===== src/rtl/sdr_pkg.sv =====
package sdr_pkg;

  // {cs_n, ras_n, cas_n, we_n}
  typedef enum logic [3:0] {
    CMD_REF = 4'b0001,
    CMD_PRE = 4'b0010,
    CMD_ACT = 4'b0011,
    CMD_WR  = 4'b0100,
    CMD_RD  = 4'b0101,
    CMD_NOP = 4'b0111
  } sdr_cmd_e;

  typedef enum logic [1:0] {
    ST_IDLE,
    ST_RW,
    ST_PRE
  } sdr_state_e;

  function automatic int imax(input int a, input int b);
    return (a > b) ? a : b;
  endfunction

endpackage


===== src/rtl/sdr_gap_timer.sv =====
// Down counter that reports when a minimum command gap has elapsed.
// Loading N at the edge that issues a command makes done high in the
// cycle N-1 later, so the next command lands N cycles after the first.
module sdr_gap_timer #(
  parameter int W = 4
) (
  input  logic         clk,
  input  logic         rst_n,
  input  logic         load,
  input  logic [W-1:0] load_val,
  output logic         done
);

  logic [W-1:0] cnt_q;

  always_ff @(posedge clk) begin
    if (!rst_n) begin
      cnt_q <= '0;
    end else if (load) begin
      cnt_q <= load_val - W'(1);
    end else if (cnt_q != '0) begin
      cnt_q <= cnt_q - W'(1);
    end
  end

  assign done = (cnt_q == '0);

endmodule


===== src/rtl/sdr_refresh_timer.sv =====
// Free-running refresh interval counter with a sticky request flag.
module sdr_refresh_timer #(
  parameter int RELOAD = 1542
) (
  input  logic clk,
  input  logic rst_n,
  input  logic ack,
  output logic pending
);

  localparam int CW = $clog2(RELOAD + 1);

  logic [CW-1:0] cnt_q;
  logic          pend_q;

  always_ff @(posedge clk) begin
    if (!rst_n) begin
      cnt_q  <= CW'(RELOAD);
      pend_q <= 1'b0;
    end else begin
      if (cnt_q == '0) begin
        cnt_q  <= CW'(RELOAD);
        pend_q <= 1'b1;
      end else begin
        cnt_q <= cnt_q - CW'(1);
        if (ack) pend_q <= 1'b0;
      end
    end
  end

  assign pending = pend_q;

endmodule


===== src/rtl/sdr_read_pipe.sv =====
// Tracks issued reads, samples the data bus after the CAS latency and
// delays the word through a fixed return pipe.
module sdr_read_pipe #(
  parameter int CL   = 2,
  parameter int PIPE = 2,
  parameter int DW   = 16
) (
  input  logic          clk,
  input  logic          rst_n,
  input  logic          rd_on_bus,
  input  logic [DW-1:0] dq_in,
  output logic          rsp_valid,
  output logic [DW-1:0] rsp_data
);

  localparam int DEPTH = CL + PIPE + 1;

  logic [DEPTH-1:0]        vld_sr;
  logic [PIPE:0][DW-1:0]   dat_sr;

  always_ff @(posedge clk) begin
    if (!rst_n) begin
      vld_sr <= '0;
      dat_sr <= '0;
    end else begin
      vld_sr <= {vld_sr[DEPTH-2:0], rd_on_bus};
      if (vld_sr[CL-1]) dat_sr[0] <= dq_in;
      for (int k = 1; k <= PIPE; k++) begin
        dat_sr[k] <= dat_sr[k-1];
      end
    end
  end

  assign rsp_valid = vld_sr[DEPTH-1];
  assign rsp_data  = dat_sr[PIPE];

endmodule


===== src/rtl/sdram_cmd_ctrl.sv =====
module sdram_cmd_ctrl
  import sdr_pkg::*;
#(
  parameter int BANK_W     = 2,
  parameter int ROW_W      = 12,
  parameter int COL_W      = 9,
  parameter int DQ_W       = 16,
  parameter int APIN_W     = 12,
  parameter int T_RCD      = 2,
  parameter int T_RP       = 2,
  parameter int T_RAS      = 5,
  parameter int T_RC       = 6,
  parameter int T_WR_DEV   = 2,
  parameter int CAS_LAT    = 2,
  parameter int RD_PIPE    = 2,
  parameter int REF_RELOAD = 1542
) (
  input  logic                            clk,
  input  logic                            rst_n,
  input  logic                            init_done,
  input  logic                            req_valid,
  output logic                            req_ready,
  input  logic                            req_we,
  input  logic [BANK_W+ROW_W+COL_W-1:0]   req_addr,
  input  logic [DQ_W-1:0]                 req_wdata,
  output logic                            rsp_valid,
  output logic [DQ_W-1:0]                 rsp_data,
  output logic                            sd_cs_n,
  output logic                            sd_ras_n,
  output logic                            sd_cas_n,
  output logic                            sd_we_n,
  output logic [BANK_W-1:0]               sd_ba,
  output logic [APIN_W-1:0]               sd_a,
  output logic [DQ_W-1:0]                 sd_dq_out,
  output logic                            sd_dq_oe,
  input  logic [DQ_W-1:0]                 sd_dq_in
);

  localparam int HA_W  = BANK_W + ROW_W + COL_W;
  localparam int T_WR  = imax(T_WR_DEV, T_RAS - T_RCD);
  localparam int GAP_W = $clog2(imax(imax(T_RC, T_RAS), imax(T_WR, T_RP)) + 1);

  // address field split
  logic [BANK_W-1:0] bank_in;
  logic [ROW_W-1:0]  row_in;
  logic [COL_W-1:0]  col_in;
  assign bank_in = req_addr[HA_W-1 -: BANK_W];
  assign row_in  = req_addr[COL_W +: ROW_W];
  assign col_in  = req_addr[COL_W-1:0];

  // state and registered pins
  sdr_state_e        state_q, state_n;
  sdr_cmd_e          cmd_q, cmd_n;
  logic [BANK_W-1:0] ba_q, ba_n;
  logic [APIN_W-1:0] a_q, a_n;
  logic [DQ_W-1:0]   dq_out_q;
  logic              oe_q;

  // latched request
  logic              lat_we;
  logic [BANK_W-1:0] lat_ba;
  logic [COL_W-1:0]  lat_col;
  logic [DQ_W-1:0]   lat_wd;

  // timer controls
  logic             gap_ld, ras_ld, rc_ld;
  logic [GAP_W-1:0] gap_val;
  logic             gap_done, ras_done, rc_done;
  logic             ref_pend, ref_ack;
  logic             accept;

  sdr_gap_timer #(.W(GAP_W)) u_cmd_gap (
    .clk(clk), .rst_n(rst_n), .load(gap_ld), .load_val(gap_val), .done(gap_done)
  );

  sdr_gap_timer #(.W(GAP_W)) u_ras_gap (
    .clk(clk), .rst_n(rst_n), .load(ras_ld), .load_val(GAP_W'(T_RAS)), .done(ras_done)
  );

  sdr_gap_timer #(.W(GAP_W)) u_rc_gap (
    .clk(clk), .rst_n(rst_n), .load(rc_ld), .load_val(GAP_W'(T_RC)), .done(rc_done)
  );

  sdr_refresh_timer #(.RELOAD(REF_RELOAD)) u_ref_tmr (
    .clk(clk), .rst_n(rst_n), .ack(ref_ack), .pending(ref_pend)
  );

  sdr_read_pipe #(.CL(CAS_LAT), .PIPE(RD_PIPE), .DW(DQ_W)) u_rd_pipe (
    .clk(clk), .rst_n(rst_n), .rd_on_bus(cmd_q == CMD_RD),
    .dq_in(sd_dq_in), .rsp_valid(rsp_valid), .rsp_data(rsp_data)
  );

  logic slot_free;
  assign slot_free = (state_q == ST_IDLE) && init_done && gap_done && rc_done;
  assign req_ready = slot_free && !ref_pend;
  assign accept    = req_ready && req_valid;

  always_comb begin
    state_n = state_q;
    cmd_n   = CMD_NOP;
    ba_n    = ba_q;
    a_n     = '0;
    gap_ld  = 1'b0;
    gap_val = GAP_W'(1);
    ras_ld  = 1'b0;
    rc_ld   = 1'b0;
    ref_ack = 1'b0;
    unique case (state_q)
      ST_IDLE: begin
        if (slot_free && ref_pend) begin
          cmd_n   = CMD_REF;
          gap_ld  = 1'b1;
          gap_val = GAP_W'(T_RC);
          rc_ld   = 1'b1;
          ref_ack = 1'b1;
        end else if (accept) begin
          cmd_n   = CMD_ACT;
          ba_n    = bank_in;
          a_n     = APIN_W'(row_in);
          gap_ld  = 1'b1;
          gap_val = GAP_W'(T_RCD);
          ras_ld  = 1'b1;
          rc_ld   = 1'b1;
          state_n = ST_RW;
        end
      end
      ST_RW: begin
        if (gap_done) begin
          cmd_n   = lat_we ? CMD_WR : CMD_RD;
          ba_n    = lat_ba;
          a_n     = APIN_W'(lat_col);
          gap_ld  = 1'b1;
          gap_val = lat_we ? GAP_W'(T_WR) : GAP_W'(1);
          state_n = ST_PRE;
        end
      end
      ST_PRE: begin
        if (gap_done && ras_done) begin
          cmd_n   = CMD_PRE;
          ba_n    = lat_ba;
          gap_ld  = 1'b1;
          gap_val = GAP_W'(T_RP);
          state_n = ST_IDLE;
        end
      end
      default: state_n = ST_IDLE;
    endcase
  end

  always_ff @(posedge clk) begin
    if (!rst_n) begin
      state_q  <= ST_IDLE;
      cmd_q    <= CMD_NOP;
      ba_q     <= '0;
      a_q      <= '0;
      dq_out_q <= '0;
      oe_q     <= 1'b0;
      lat_we   <= 1'b0;
      lat_ba   <= '0;
      lat_col  <= '0;
      lat_wd   <= '0;
    end else begin
      state_q <= state_n;
      cmd_q   <= cmd_n;
      ba_q    <= ba_n;
      a_q     <= a_n;
      oe_q    <= (cmd_n == CMD_WR);
      if (cmd_n == CMD_WR) dq_out_q <= lat_wd;
      if (accept) begin
        lat_we  <= req_we;
        lat_ba  <= bank_in;
        lat_col <= col_in;
        lat_wd  <= req_wdata;
      end
    end
  end

  assign {sd_cs_n, sd_ras_n, sd_cas_n, sd_we_n} = cmd_q;
  assign sd_ba     = ba_q;
  assign sd_a      = a_q;
  assign sd_dq_out = dq_out_q;
  assign sd_dq_oe  = oe_q;

endmodule


===== config.mk =====
export PLATFORM = sky130hd
export DESIGN_NAME = sdram_cmd_ctrl
export DESIGN_NICKNAME = d
export VERILOG_FILES = /design/src/rtl/sdr_pkg.sv /design/src/rtl/sdr_gap_timer.sv /design/src/rtl/sdr_refresh_timer.sv /design/src/rtl/sdr_read_pipe.sv /design/src/rtl/sdram_cmd_ctrl.sv
export SDC_FILE = /design/constraint.sdc
export NUM_CORES = 1
export LEC_CHECK = 0
export BUFFER_PORTS_ARGS = -buffer_cell sky130_fd_sc_hd__buf_2
export CAP_MARGIN = 5
export CORE_AREA = 3 3 143 76
export DETAILED_ROUTE_END_ITERATION = 10
export DIE_AREA = 0 0 146 79
export PLACE_DENSITY = 0.77
export SLEW_MARGIN = 20
export SYNTH_ARGS = -nofsm -noshare
export SYNTH_HDL_FRONTEND = slang
export SYNTH_SLANG_ARGS = --single-unit

===== constraint.sdc =====
create_clock -name clk -period 3.2 [get_ports clk]
set_input_delay 0.48 -clock clk [delete_from_list [all_inputs] [get_ports clk]]
set_output_delay 0.48 -clock clk [all_outputs]
set_load 0.03 [all_outputs]

# --- Word-level counts from Yosys, hierarchy flattened ---
# Index checks and enable logic that the tools add are counted.
totals:
  regBits: 139
  latch_bits: 0
  ram_bits: 0
  romBits: 0
  input_bits: 60
  wordCells: 105
  memories: 0
classes:
  addsub: 5
  n_mul: 0
  div_mod_pow: 0
  n_lt_le_gt_ge: 0
  eq_ne: 8
  shifts: 0
  mux: 44
  bitwise: 1
  n_reduce_logical: 26
ops:
  columns: ["operator", "count"]
  rows:
  - ["$mux W3", 10]
  - ["$mux W2", 13]
  - ["$mux W12", 2]
  - ["$pmux W12 S2", 1]
  - ["$pmux W3 S3", 2]
  - ["$mux W1", 12]
  - ["$pmux W2 S3", 2]
  - ["$reduce_bool A3 Y1", 4]
  - ["$sub A3 B1 Y3 const B", 4]
  - ["$logic_not A11 Y1", 1]
  - ["$sub A11 B1 Y11 const B", 1]
  - ["$logic_not A3 Y1", 3]
  - ["$mux W9", 1]
  - ["$eq A4 B3 Y1 const B", 2]
  - ["$ne A2 B2 Y1 const B", 4]
  - ["$reduce_bool A2 Y1", 4]
  - ["$logic_and A1 B1 Y1", 7]
  - ["$reduce_or A2 Y1", 3]
  - ["$reduce_and A5 Y1", 1]
  - ["$reduce_and A4 Y1", 1]
  - ["$pmux W1 S3", 1]
  - ["$eq A2 B1 Y1 const B", 1]
  - ["$eq A2 B2 Y1 const B", 1]
  - ["$logic_not A2 Y1", 1]
  - ["2 further kinds", 2]

# --- Logic depth before layout (Yosys ltp) ---
# Gate-level depths: netlist of run 1.
logic_depth:
  ltp_word: 11
  depth_mapped: 11
  mapped_depth_nobuf: 11

# --- By module ---
# From an unflattened synthesis of run 1, not the netlist that was laid out.
unflattened:
  hier_cells: 566
  hier_area_um2: 5519.0
by_module_without_submodules:
  columns: ["module", "n_inst", "cells_per_inst", "area_per_inst_um2", "seq_area_each_um2"]
  rows:
  - ["sdram_cmd_ctrl", 1, 305, 2676.3, 1281.2]
  - ["sdr_read_pipe", 1, 145, 1726.7, 1061.0]
  - ["sdr_refresh_timer", 1, 71, 613.1, 240.2]
  - ["sdr_gap_timer", 3, 15, 167.7, 60.1]

# --- Worst setup path after synthesis of run 1 ---
# No wires, ideal clock.
synth_timing:
  kind: "reg-to-reg"
  start: "register u_rc_gap.cnt_q[0]"
  end: "register u_cmd_gap.cnt_q[2]"
  setup_ps: 133
  t_arrival_ps: 2274
  required_ps: 3067
  path_slack_ps: 793
  path_stages_with_launch: 12
  n_path_buf: 0
  synth_period_minus_slack_ps: 2407
  cell_sequence: "dfxtp_1 > inv_1 > ha_1 > ha_1 > nand4bb_1 > or3_4 > a2111o_1 > a31oi_1 > ha_1 > o21ai_0 > o21ai_0 > a31oi_1"
synth_between:
  elab_chain_len: 9
  elab_cells_between_ends: 14
synth_lines:
  columns: ["element", "line", "source"]
  rows:
  - ["start: declaration", "sdr_gap_timer.sv:14", "logic [W-1:0] cnt_q;"]
  - ["start signal: assignment", "sdr_gap_timer.sv:20", "cnt_q <= load_val - W'(1);"]
  - ["start signal: assignment", "sdr_gap_timer.sv:22", "cnt_q <= cnt_q - W'(1);"]
  - ["$logic_not A3 Y1 *", "sdr_gap_timer.sv:26", "assign done = (cnt_q == '0);"]
  - ["$logic_and A1 B1 Y1 *", "sdram_cmd_ctrl.sv:94", "assign slot_free = (state_q == ST_IDLE) && init_done && gap_done && rc_done;"]
  - ["$logic_and A1 B1 Y1", "sdram_cmd_ctrl.sv:95", "assign req_ready = slot_free && !ref_pend;"]
  - ["$logic_and A1 B1 Y1", "sdram_cmd_ctrl.sv:96", "assign accept = req_ready && req_valid;"]
  - ["$mux W2", "sdram_cmd_ctrl.sv:116", "end else if (accept) begin"]
  - ["$mux W3", "sdram_cmd_ctrl.sv:110", "if (slot_free && ref_pend) begin"]
  - ["$pmux W3 S3", "sdram_cmd_ctrl.sv:108", "unique case (state_q)"]
  - ["$sub A3 B1 Y3", "sdr_gap_timer.sv:20", null]
  - ["$mux W3", "sdr_gap_timer.sv:19", "end else if (load) begin"]
  - ["end signal: assignment", "sdr_gap_timer.sv:20", null]
  - ["end signal: assignment", "sdr_gap_timer.sv:22", null]
  - ["end: declaration", "sdr_gap_timer.sv:14", null]
# Every way passes the cells marked *; elsewhere a longest branch is shown, timed or not.
# A chain may end at the register's enable or synchronous reset.

# --- Worst setup path after layout of run 1 ---
layout_timing:
  start: "register u_rc_gap.cnt_q[1]"
  end: "register u_cmd_gap.cnt_q[2]"
# The elaborated chain is that of the path after synthesis.

==> impl_metrics.ini, run 1 <==
[floorplan]
fp.dieH_um = 79
num_rows = 25
num_io_pins = 113
die_w_um = 146
core_sq_um = 9480
dieArea_sq_um = 11500
initial_utilization = 0.538

[sta]
finalClockSkew_ns = 0.00784
fin_setup_tns_ns = 0
finalHoldWorstSlack_ns = 0.294
final-setup-viol-count = 0
worstMarginPinSlew_ns = 0.979
maxSlewViolCount = 0
fmax_mhz = 363
fin_crit_sh = 0.860
rsz0062_at_grt = false
hold_viol = 0
max-slew-margin-rel = 0.347
final.min_clock_period_ns = 2.75

[routing]
drcViolationCount = 0
routed_wl_um = 9960
met3_length_um = 576
ant_nets = 0
drt_pass1_iterations = 4
wl_met1_um = 4590
avgViaCountPerCell = 4.89
vias = 3778
routedWlPerCell_um = 12.9
maxUsedRoutingLayer = met4
drt_iter0_markers = 154
dr_wl_met2_um = 4710

[setup_path]
slowest_delay_ns = 0.46
cp.arrival_ns = 3.00
worstSetupPathType = reg -> reg
path_common_cell = ha_1
crit_required_ns = 3.45
worst_r2r_path_depth = 11
worstPathCellList = inv_1 > ha_1 > ha_1 > nand4bb_1 > or3_4 > a2111o_1 > a31oi_1 > ha_1 > o21ai_0 > o21ai_0 > a31oi_1
slowest_stage = a2111o_1
cp-start-kind = flip-flop
cp_max_fo = 6
r2r_slack_ns = 0.45
worstSetupEndpointType = flip-flop

[cts]
path_clk_slew_ns = 0.06
cts_buffers = 17
hold_buffers = 0
cts.path.max_buffers = 2
cts_resized = 0
root_buffer = clkbuf_16
clock_latency_ns = 0.41
clock_sink_count = 138
cts_max_level = 4
tritoncts = yes
post_cts_buffers = 0

[grt]
gr-usage-all-layers = 0.176
grt_max_degree = 53
grt_pass1_vias = 3532
grt_pass1_wl_um = 16500
grt-ovfl-total = 0
antenna_found_initial = 0

[min_path]
hold_class = in -> reg
hold_path_depth = 2

[final_layout]
fin_nets = 698
drive_above_1_share = 0.245
antennaDiodeCount = 0
n_fill_cell = 778
area_growth_pct = 22.9
fin_util = 0.662

[power]
p_seq_frac = 0.395
power.internal_mw = 3.55
clock_power_share = 0.402
combinationalPowerShare = 0.203
p_switching_mw = 1.50
swShare = 0.296
p_per_area_nw_per_um2 = 805
leakagePower_nw = 2.83
vdd_drop_max_uv = 380

[place]
gp_congestion = 0.800
io_buffers = 111
hpwl_um = 6710

[flow_run]
cap_violations = 0

[yosys]
ys_seq_area_frac = 0.541
netlist_area_sq_um = 5100
synth_mux_area_frac = 0.0726
yosysWarnings = 0
synth_top_family_by_area = simple AND/OR/NAND/NOR gates
yosys.area_share.adder = 0.0319
synth_xor_area_frac = 0.0172
yosysTopAreaCellShare = 0.541
synth-edff-count = 0
synth_fp_nets = 605
async_flop_share = 0
synthCells = 532
avgSynthCellArea_sq_um = 9.59
ys_ff_latch = 138
synth_simple_gate_area_frac = 0.195
synth.area.top_cells = dfxtp_1, mux2i_1, nand2_1, and2_1, nor2_1
synth-compound-area-share = 0.0817
ys_types = 43
ys.flop_type = dfxtp_1
yosysTopAreaCell = dfxtp_1

[run_status]
outcome = completed
==> layout by cell type, fill, tap and decap left out, types with 2 or more instances in the layout <==
cell type   instances
dfxtp_1           138
buf_2             111
nand2_1            76
nor2_1             61
a21oi_1            37
mux2i_1            37
and2_1             37
clkbuf_16          17
inv_1              14
ha_1               13
a22oi_1            10
xor2_1              8
buf_4               7
o21ai_0             5
nand3_1             5
inv_6               5
a2111o_1            4
and3_1              4
nand2b_1            3
nor4_1              3
nor3_1              3
bufinv_16           3
or3_1               2
o32ai_1             2
a31oi_1             2
nand4b_1            2
nand3b_1            2
xnor2_1             2
o211ai_1            2
clkinv_4            2
clkinvlp_4          2
==> registers in the layout, indices dropped and copies added (netlist names) <==
name,cells
cmd_q,3
lat_ba,2
lat_col,9
lat_wd,16
lat_we,1
sd_a,12
sd_ba,2
sd_dq_oe,1
sd_dq_out,16
state_q,2
u_cmd_gap.cnt_q,3
u_ras_gap.cnt_q,3
u_rc_gap.cnt_q,3
u_rd_pipe.dat_sr,32
u_rd_pipe.rsp_data,16
u_rd_pipe.vld_sr,5
u_ref_tmr.cnt_q,11
u_ref_tmr.pending,1
==> layer usage <==
metal | up-vias | global-route usage
li1 | 1932 | -
met1 | 1737 | 0.211
met2 | 98 | 0.304
met3 | 11 | 0.0536
met4 | 0 | 0.0591
met5 | - | 0
==> cell families (layout without fill, tap and decap cells) <==
logic type / count (synthesis) / count (layout)
compound gates: 67 / 67
xor+xnor: 10 / 10
fa+ha+maj: 13 / 13
buf+inv: 60 / 166
flops: 138 / 138
mux: 37 / 37
other cells: 1 / 1
simple gates: 206 / 206
==> Yosys cell counts (all sizes together), types with 3 or more instances <==
cell type  instances
and3               4
buf               25
nand4b             3
nor3               4
nand2b             3
mux2i             37
a21oi             37
nor2              61
o21ai              5
nand2             76
ha                13
clkbuf            20
dfxtp            138
a2111o             4
xor2               8
and2              37
or3                3
nor4               3
a22oi             10
nand3              5
inv               15
==> worst max-delay path, delay by kind of cell (launching register included) <==
family,cells,cell delay (ns)
adder cells (fa/ha/maj),3,0.69
flip-flops,1,0.31
AO/OA/AOI/OAI,5,0.96
AND/OR/NAND/NOR,2,0.58
buffers and inverters,1,0.06
==> final cells by class <==
type / count / area (sq um) / share of cell area
Multi-Input combinational cell: 334 / 2030 / 0.324
Sequential cell: 138 / 2760 / 0.440
Tap cell: 135 / 169 / 0.0269
Clock inverter: 14 / 183 / 0.0291
Timing Repair Buffer: 119 / 628 / 0.100
Inverter: 15 / 56.3 / 0.00898
Clock buffer: 18 / 439 / 0.0700
==> power by group through the flow <==
stage               Combinational (mW)  Clock (mW)  Sequential (mW)
detailed placement                1.02           0             2.03
finish                            1.02        2.03             2.00
global route                      1.12        2.14             2.02
global placement                 0.989           0             2.02
CTS                               1.03        2.07             2.00
floorplan                        0.712           0             2.06
==> path summary, 6_finish.rpt <==
| check | start | endpoint |
|---|---|---|
| setup reg to reg | u_rc_gap.cnt_q[1] | u_cmd_gap.cnt_q[2] |
| setup / recovery | u_rc_gap.cnt_q[1] | u_cmd_gap.cnt_q[2] |
| hold / removal | req_addr[20] | sd_a[11] |
| hold reg to reg | u_rd_pipe.dat_sr[31] | u_rd_pipe.rsp_data[15] |
==> per-stage QoR <==
stage	std cells	area, sq um	worst slack, ns	power (mW)
5_1_grt	773	6270	0.302	5.28
3_3_place_gp	741	5650	0.671	3.01
6_report	773	6270	0.448	5.05
2_1_floorplan	532	5100	0.793	2.78
3_5_place_dp	741	5650	0.484	3.06
4_1_cts	773	6270	0.468	5.09
(Power assumes the default switching activity.)
==> run 2, diff against run 1 <==
--- a/config.mk
+++ b/config.mk
@@ -7,11 +7,12 @@
 export LEC_CHECK = 0
 export BUFFER_PORTS_ARGS = -buffer_cell sky130_fd_sc_hd__buf_2
 export CAP_MARGIN = 5
-export CORE_AREA = 3 3 143 76
+export CORE_AREA = 3 3 147 78
 export DETAILED_ROUTE_END_ITERATION = 10
-export DIE_AREA = 0 0 146 79
-export PLACE_DENSITY = 0.77
+export DIE_AREA = 0 0 150 81
+export PLACE_DENSITY = 0.78
 export SLEW_MARGIN = 20
 export SYNTH_ARGS = -nofsm -noshare
 export SYNTH_HDL_FRONTEND = slang
+export SYNTH_HIERARCHICAL = 1
 export SYNTH_SLANG_ARGS = --single-unit
==> impl_metrics.ini, run 2 <==
[run_status]
outcome = completed

[setup_path]
r2r_end = u_cmd_gap/cnt_q[2]
worstSetupPathType = reg -> reg
worstPathCellList = inv_1 > ha_1 > nand4_4 > nor2_1 > a31oi_1 > a21oi_1 > mux2i_1 > ha_1 > xnor2_1 > nand2_1 > o211a_1
slowest_delay_ns = 0.45
worst_r2r_path_depth = 11
path_common_cell = ha_1
cp_top_family = adder cells
crit_required_ns = 3.50
r2r_slack_ns = 0.27
cp-start-kind = flip-flop
cp-startpoint = state_q[0]
worstSetupEndpointType = flip-flop
cp.arrival_ns = 3.23
cp_max_fo = 10
slowest_stage = ha_1
path_buf_inv = 1
timing.rr.start = state_q[0]

[yosys]
yosysWarnings = 6
ys_types = 56
synthTopCellsByCount = dfxtp_1, nand2_1, and2_1, mux2i_1, a21boi_1
ys_seq_area_frac = 0.501
synth.area.top_cells = dfxtp_1, nand2_1, mux2i_1, and2_1, a21boi_1
ys_ff_latch = 138
yosysTopAreaCell = dfxtp_1
ys.flop_type = dfxtp_1
avgSynthCellArea_sq_um = 9.75
synthCells = 566
yosysMostFrequentCell = dfxtp_1
netlist_area_sq_um = 5520
synth-edff-count = 0
yosysTopAreaCellShare = 0.501
async_flop_share = 0

[cts]
path_clk_slew_ns = 0.06
clock_latency_ns = 0.40
hold_buffers = 0
cts.path.max_buffers = 2
post_cts_buffers = 0
cts_buffers = 17
cts_max_level = 4
root_buffer = clkbuf_16
tritoncts = yes
clock_sink_count = 138
cts_resized = 0

[power]
p_per_area_nw_per_um2 = 817
leakagePower_nw = 2.77
vdd_drop_max_uv = 380

[grt]
grt_pass1_vias = 3703
grt-ovfl-total = 0
grt_max_degree = 67
antenna_found_initial = 0
gr-usage-all-layers = 0.179
grt_pass1_wl_um = 17500

[final_layout]
antennaDiodeCount = 0
fin_util = 0.651
regMostFlops = u_rd_pipe/dat_sr
area_growth_pct = 19.7
largest_register_ffs = 32
drive_above_1_share = 0.252
fin_nets = 728
layout_commonest_cell = dfxtp_1
final_cell_mix = dfxtp_1, buf_2, nand2_1

[routing]
routedWlPerCell_um = 13.2
ant_nets = 0
routed_wl_um = 10700
drt_pass1_iterations = 5
vias = 4089
avgViaCountPerCell = 5.04
drt_iter0_markers = 239
drcViolationCount = 0

[sta]
hold_viol = 0
fin_setup_tns_ns = 0
final-setup-viol-count = 0
rsz0062_at_grt = false
fmax_mhz = 341
fin_crit_sh = 0.916
max-slew-margin-rel = 0.327
finalClockSkew_ns = 0.00877
maxSlewViolCount = 0
worstMarginPinSlew_ns = 1.01
final.min_clock_period_ns = 2.93

[floorplan]
fp.dieH_um = 81
num_rows = 26
core_sq_um = 10100
initial_utilization = 0.544
num_io_pins = 113
dieArea_sq_um = 12200
die_w_um = 150

[min_path]
min_to = sd_a[9]
min_from = req_addr[18]
hold_path_depth = 2
hold_class = in -> reg

[flow_run]
cap_violations = 0

[place]
io_buffers = 111
hpwl_um = 7000
gp_congestion = 0.803
## run 2: cell count changes after synthesis, sizes merged, moves of 5 or more
cell and change:
mux2i -9, a21oi -30, nand2 +16, nor3 +5, a21boi +27, nor2b +19
xor2 -8, buf +9, nor2 -41, o21ai +19, inv -6, clkbuf -6
nand3 +15
## run 2: stage by stage
step                cell area [sq um]  hold WS [ns]  instances  power [mW]  setup slack [ns]
detailed placement               5970         0.419        779        3.32             0.364
global route                     6610         0.299        811        5.68            0.0102
CTS                              6610         0.294        811        5.44             0.289
finish                           6610         0.307        811        5.40             0.267
global placement                 5970         0.408        779        3.27             0.504
floorplan                        5540         0.406        571        3.10             0.778
## run 2: cell families after synthesis
group	count (synthesis)	synth area share
adder cells (fa/ha/maj)	10	0.0227
buffers and inverters	58	0.0689
other	2	0.00136
AND/OR/NAND/NOR	235	0.226
multiplexers	30	0.0549
AO/OA/AOI/OAI	88	0.117
XOR/XNOR	5	0.00793
flip-flops	138	0.501
## run 2: how the worst max path moves through the flow
stage | end | slack (ns) | depth (start not counted)
floorplan | u_cmd_gap/cnt_q[2] | 0.78 | 12
detailed placement | u_cmd_gap/cnt_q[2] | 0.36 | 11
global placement | u_cmd_gap/cnt_q[2] | 0.50 | 11
global route | u_cmd_gap/cnt_q[2] | 0.01 | 11
finish | u_cmd_gap/cnt_q[2] | 0.27 | 11
CTS | u_cmd_gap/cnt_q[2] | 0.29 | 11
## run 2: cell type report
class	count	area (sq um)
flip-flops and latches	138	2760
repair buffers	116	596
well taps	140	175
clock inverters	14	209
fillers	820	3540
multi-input cells	375	2390
clock buffers	18	429
inverters	10	38.8
## run 2: where the power goes
group | leakage, nW | internal [mW] | switching, mW
logic | 1.34 | 0.526 | 0.752
clock network | 0.314 | 1.33 | 0.767
registers | 1.12 | 1.89 | 0.134
## run 2: per-layer routing
metal / vias up / GRT usage / share of wire
li1: 2070 / - / -
met1: 1912 / 0.224 / 0.46
met2: 97 / 0.301 / 0.48
met3: 10 / 0.0535 / 0.049
met4: 0 / 0.0620 / 0.0093
met5: - / 0 / 0
==> run 3, diff against run 2 <==
--- a/config.mk
+++ b/config.mk
@@ -7,10 +7,12 @@
 export LEC_CHECK = 0
 export BUFFER_PORTS_ARGS = -buffer_cell sky130_fd_sc_hd__buf_2
 export CAP_MARGIN = 5
-export CORE_AREA = 3 3 147 78
+export CELL_PAD_IN_SITES_DETAIL_PLACEMENT = 1
+export CELL_PAD_IN_SITES_GLOBAL_PLACEMENT = 1
+export CORE_AREA = 3 3 169 89
 export DETAILED_ROUTE_END_ITERATION = 10
-export DIE_AREA = 0 0 150 81
-export PLACE_DENSITY = 0.78
+export DIE_AREA = 0 0 172 92
+export PLACE_DENSITY_LB_ADDON = 0.1
 export SLEW_MARGIN = 20
 export SYNTH_ARGS = -nofsm -noshare
 export SYNTH_HDL_FRONTEND = slang
==> impl_metrics.ini, run 3 (synthesized netlist as in run 2, its figures left out) <==
[place]
gp_congestion = 0.737
place_ws_ns = 0.487
hpwl_um = 8190
io_buffers = 111
dp.cells = 817

[sta]
hold_viol = 0
maxSlewViolCount = 0
finalHoldWorstSlack_ns = 0.292
finalClockSkew_ns = 0.00806
rsz0062_at_grt = false
fin_crit_sh = 0.858
worstMarginPinSlew_ns = 1.04
setup_slack_ns = 0.454
max-slew-margin-rel = 0.305
final.min_clock_period_ns = 2.75
fin_setup_tns_ns = 0
fmax_mhz = 364
final-setup-viol-count = 0

[floorplan]
num_rows = 30
dieArea_sq_um = 15800
die_w_um = 172
fp.dieH_um = 92
core_sq_um = 13500
initial_utilization = 0.408
num_io_pins = 113

[grt]
grt_max_degree = 59
use_met3 = 0.0530
grt_use_met2 = 0.258
use_met1 = 0.210
grt_pass1_vias = 4104
gr-usage-all-layers = 0.163
grt.busiest_layer = met2
antenna_found_initial = 1
grt_pass1_wl_um = 20300
grt-ovfl-total = 0

[final_layout]
fin_cells = 849
layout_commonest_cell = dfxtp_1
final_cell_mix = dfxtp_1, buf_2, nand2_1
n_fill_cell = 1558
fin_nets = 730
regMostFlops = u_rd_pipe/dat_sr
largest_register_ffs = 32
antennaDiodeCount = 0
area_growth_pct = 20.4
drive_above_1_share = 0.256

[cts]
cts.path.max_buffers = 2
root_buffer = clkbuf_16
hold_buffers = 0
cts_resized = 0
path_clk_slew_ns = 0.06
clock_sink_count = 138
cts_max_level = 4
cts_buffers = 17
tritoncts = yes
clock_latency_ns = 0.41
post_cts_buffers = 0

[routing]
drcViolationCount = 0
vias = 4127
ant_nets = 0
routed_wl_um = 12200
routedWlPerCell_um = 14.4
avgViaCountPerCell = 4.86
drt_iter0_markers = 237
drt_pass1_iterations = 4

[min_path]
hold_path_depth = 2
min_from = req_addr[19]
min_to = sd_a[10]
hold_class = in -> reg

[power]
combinationalPowerShare = 0.243
leakagePower_nw = 2.77
vdd_drop_max_uv = 377
swShare = 0.325
p_seq_frac = 0.377
p_switching_mw = 1.75
power.internal_mw = 3.64
clock_power_share = 0.380
p_per_area_nw_per_um2 = 810

[setup_path]
cp_max_fo = 6
worst_r2r_path_depth = 11
crit_required_ns = 3.50
cp-startpoint = state_q[0]
cp.arrival_ns = 3.05
worstSetupPathType = reg -> reg
worstSetupEndpointType = flip-flop
r2r_end = u_cmd_gap/cnt_q[2]
r2r_slack_ns = 0.45
cp-start-kind = flip-flop
timing.rr.start = state_q[0]

[run_status]
outcome = completed

[flow_run]
cap_violations = 0
==> run 3: changes by cell type in the layout (fill, tap and decap cells not counted) <==
cell and delta:
inv_6 +2, clkinv_8 +1, clkbuf_8 +1, clkinv_2 -1
bufinv_16 -2, buf_4 +2, inv_8 +1, clkinv_4 -2
clkinvlp_4 +1, clkbuf_1 -1
==> run 3: worst max path at each step <==
stage                         endpoint  slack [ns]  cells after the start
finish              u_cmd_gap/cnt_q[2]        0.45                     11
global route        u_cmd_gap/cnt_q[2]        0.23                     11
CTS                 u_cmd_gap/cnt_q[2]        0.45                     11
detailed placement  u_cmd_gap/cnt_q[2]        0.49                     11
global placement    u_cmd_gap/cnt_q[2]        0.66                     11
floorplan           u_cmd_gap/cnt_q[2]        0.78                     12
==> run 3: final cells by class <==
cell class	count	area, sq um	share of cell area
repair buffers	118	611	0.0919
clock buffers	18	439	0.0661
well taps	176	220	0.0331
clock inverters	14	179	0.0269
multi-input cells	375	2390	0.360
inverters	10	38.8	0.00584
flip-flops and latches	138	2760	0.416
==> run 3: critical path, cell delays in order (launching register included) <==
cell and delay (ns):
dfxtp_1 0.34, inv_1 0.12, ha_1 0.24, nand4_4 0.14, nor2_1 0.36, a31oi_1 0.11, a21oi_1 0.43, mux2i_1 0.30
ha_1 0.24, xnor2_1 0.13, nand2_1 0.07, o211a_1 0.15
==> run 3: through the flow <==
stage / power, mW / instance area, sq um / util
after global routing: 5.71 / 6650 / 0.492
final: 5.38 / 6650 / 0.492
after detailed placement: 3.38 / 6030 / 0.446
after CTS: 5.46 / 6650 / 0.492
after floorplan: 3.10 / 5540 / -
after global placement: 3.35 / 6030 / 0.446
==> run 3: power by group through the flow <==
| stage | logic, mW | clock network [mW] | registers [mW] |
|---|---|---|---|
| 2_1_floorplan | 1.00 | 0 | 2.10 |
| 3_3_place_gp | 1.29 | 0 | 2.06 |
| 3_5_place_dp | 1.31 | 0 | 2.07 |
| 4_1_cts | 1.32 | 2.10 | 2.03 |
| 5_1_grt | 1.47 | 2.19 | 2.05 |
| 6_report | 1.31 | 2.05 | 2.03 |
==> run 3: routing by layer <==
layer  part of all wire  up-vias
li1                   -     2071
met1               0.47     1959
met2               0.46       80
met3              0.054       15
met4              0.010        2
met5             0.0016        -
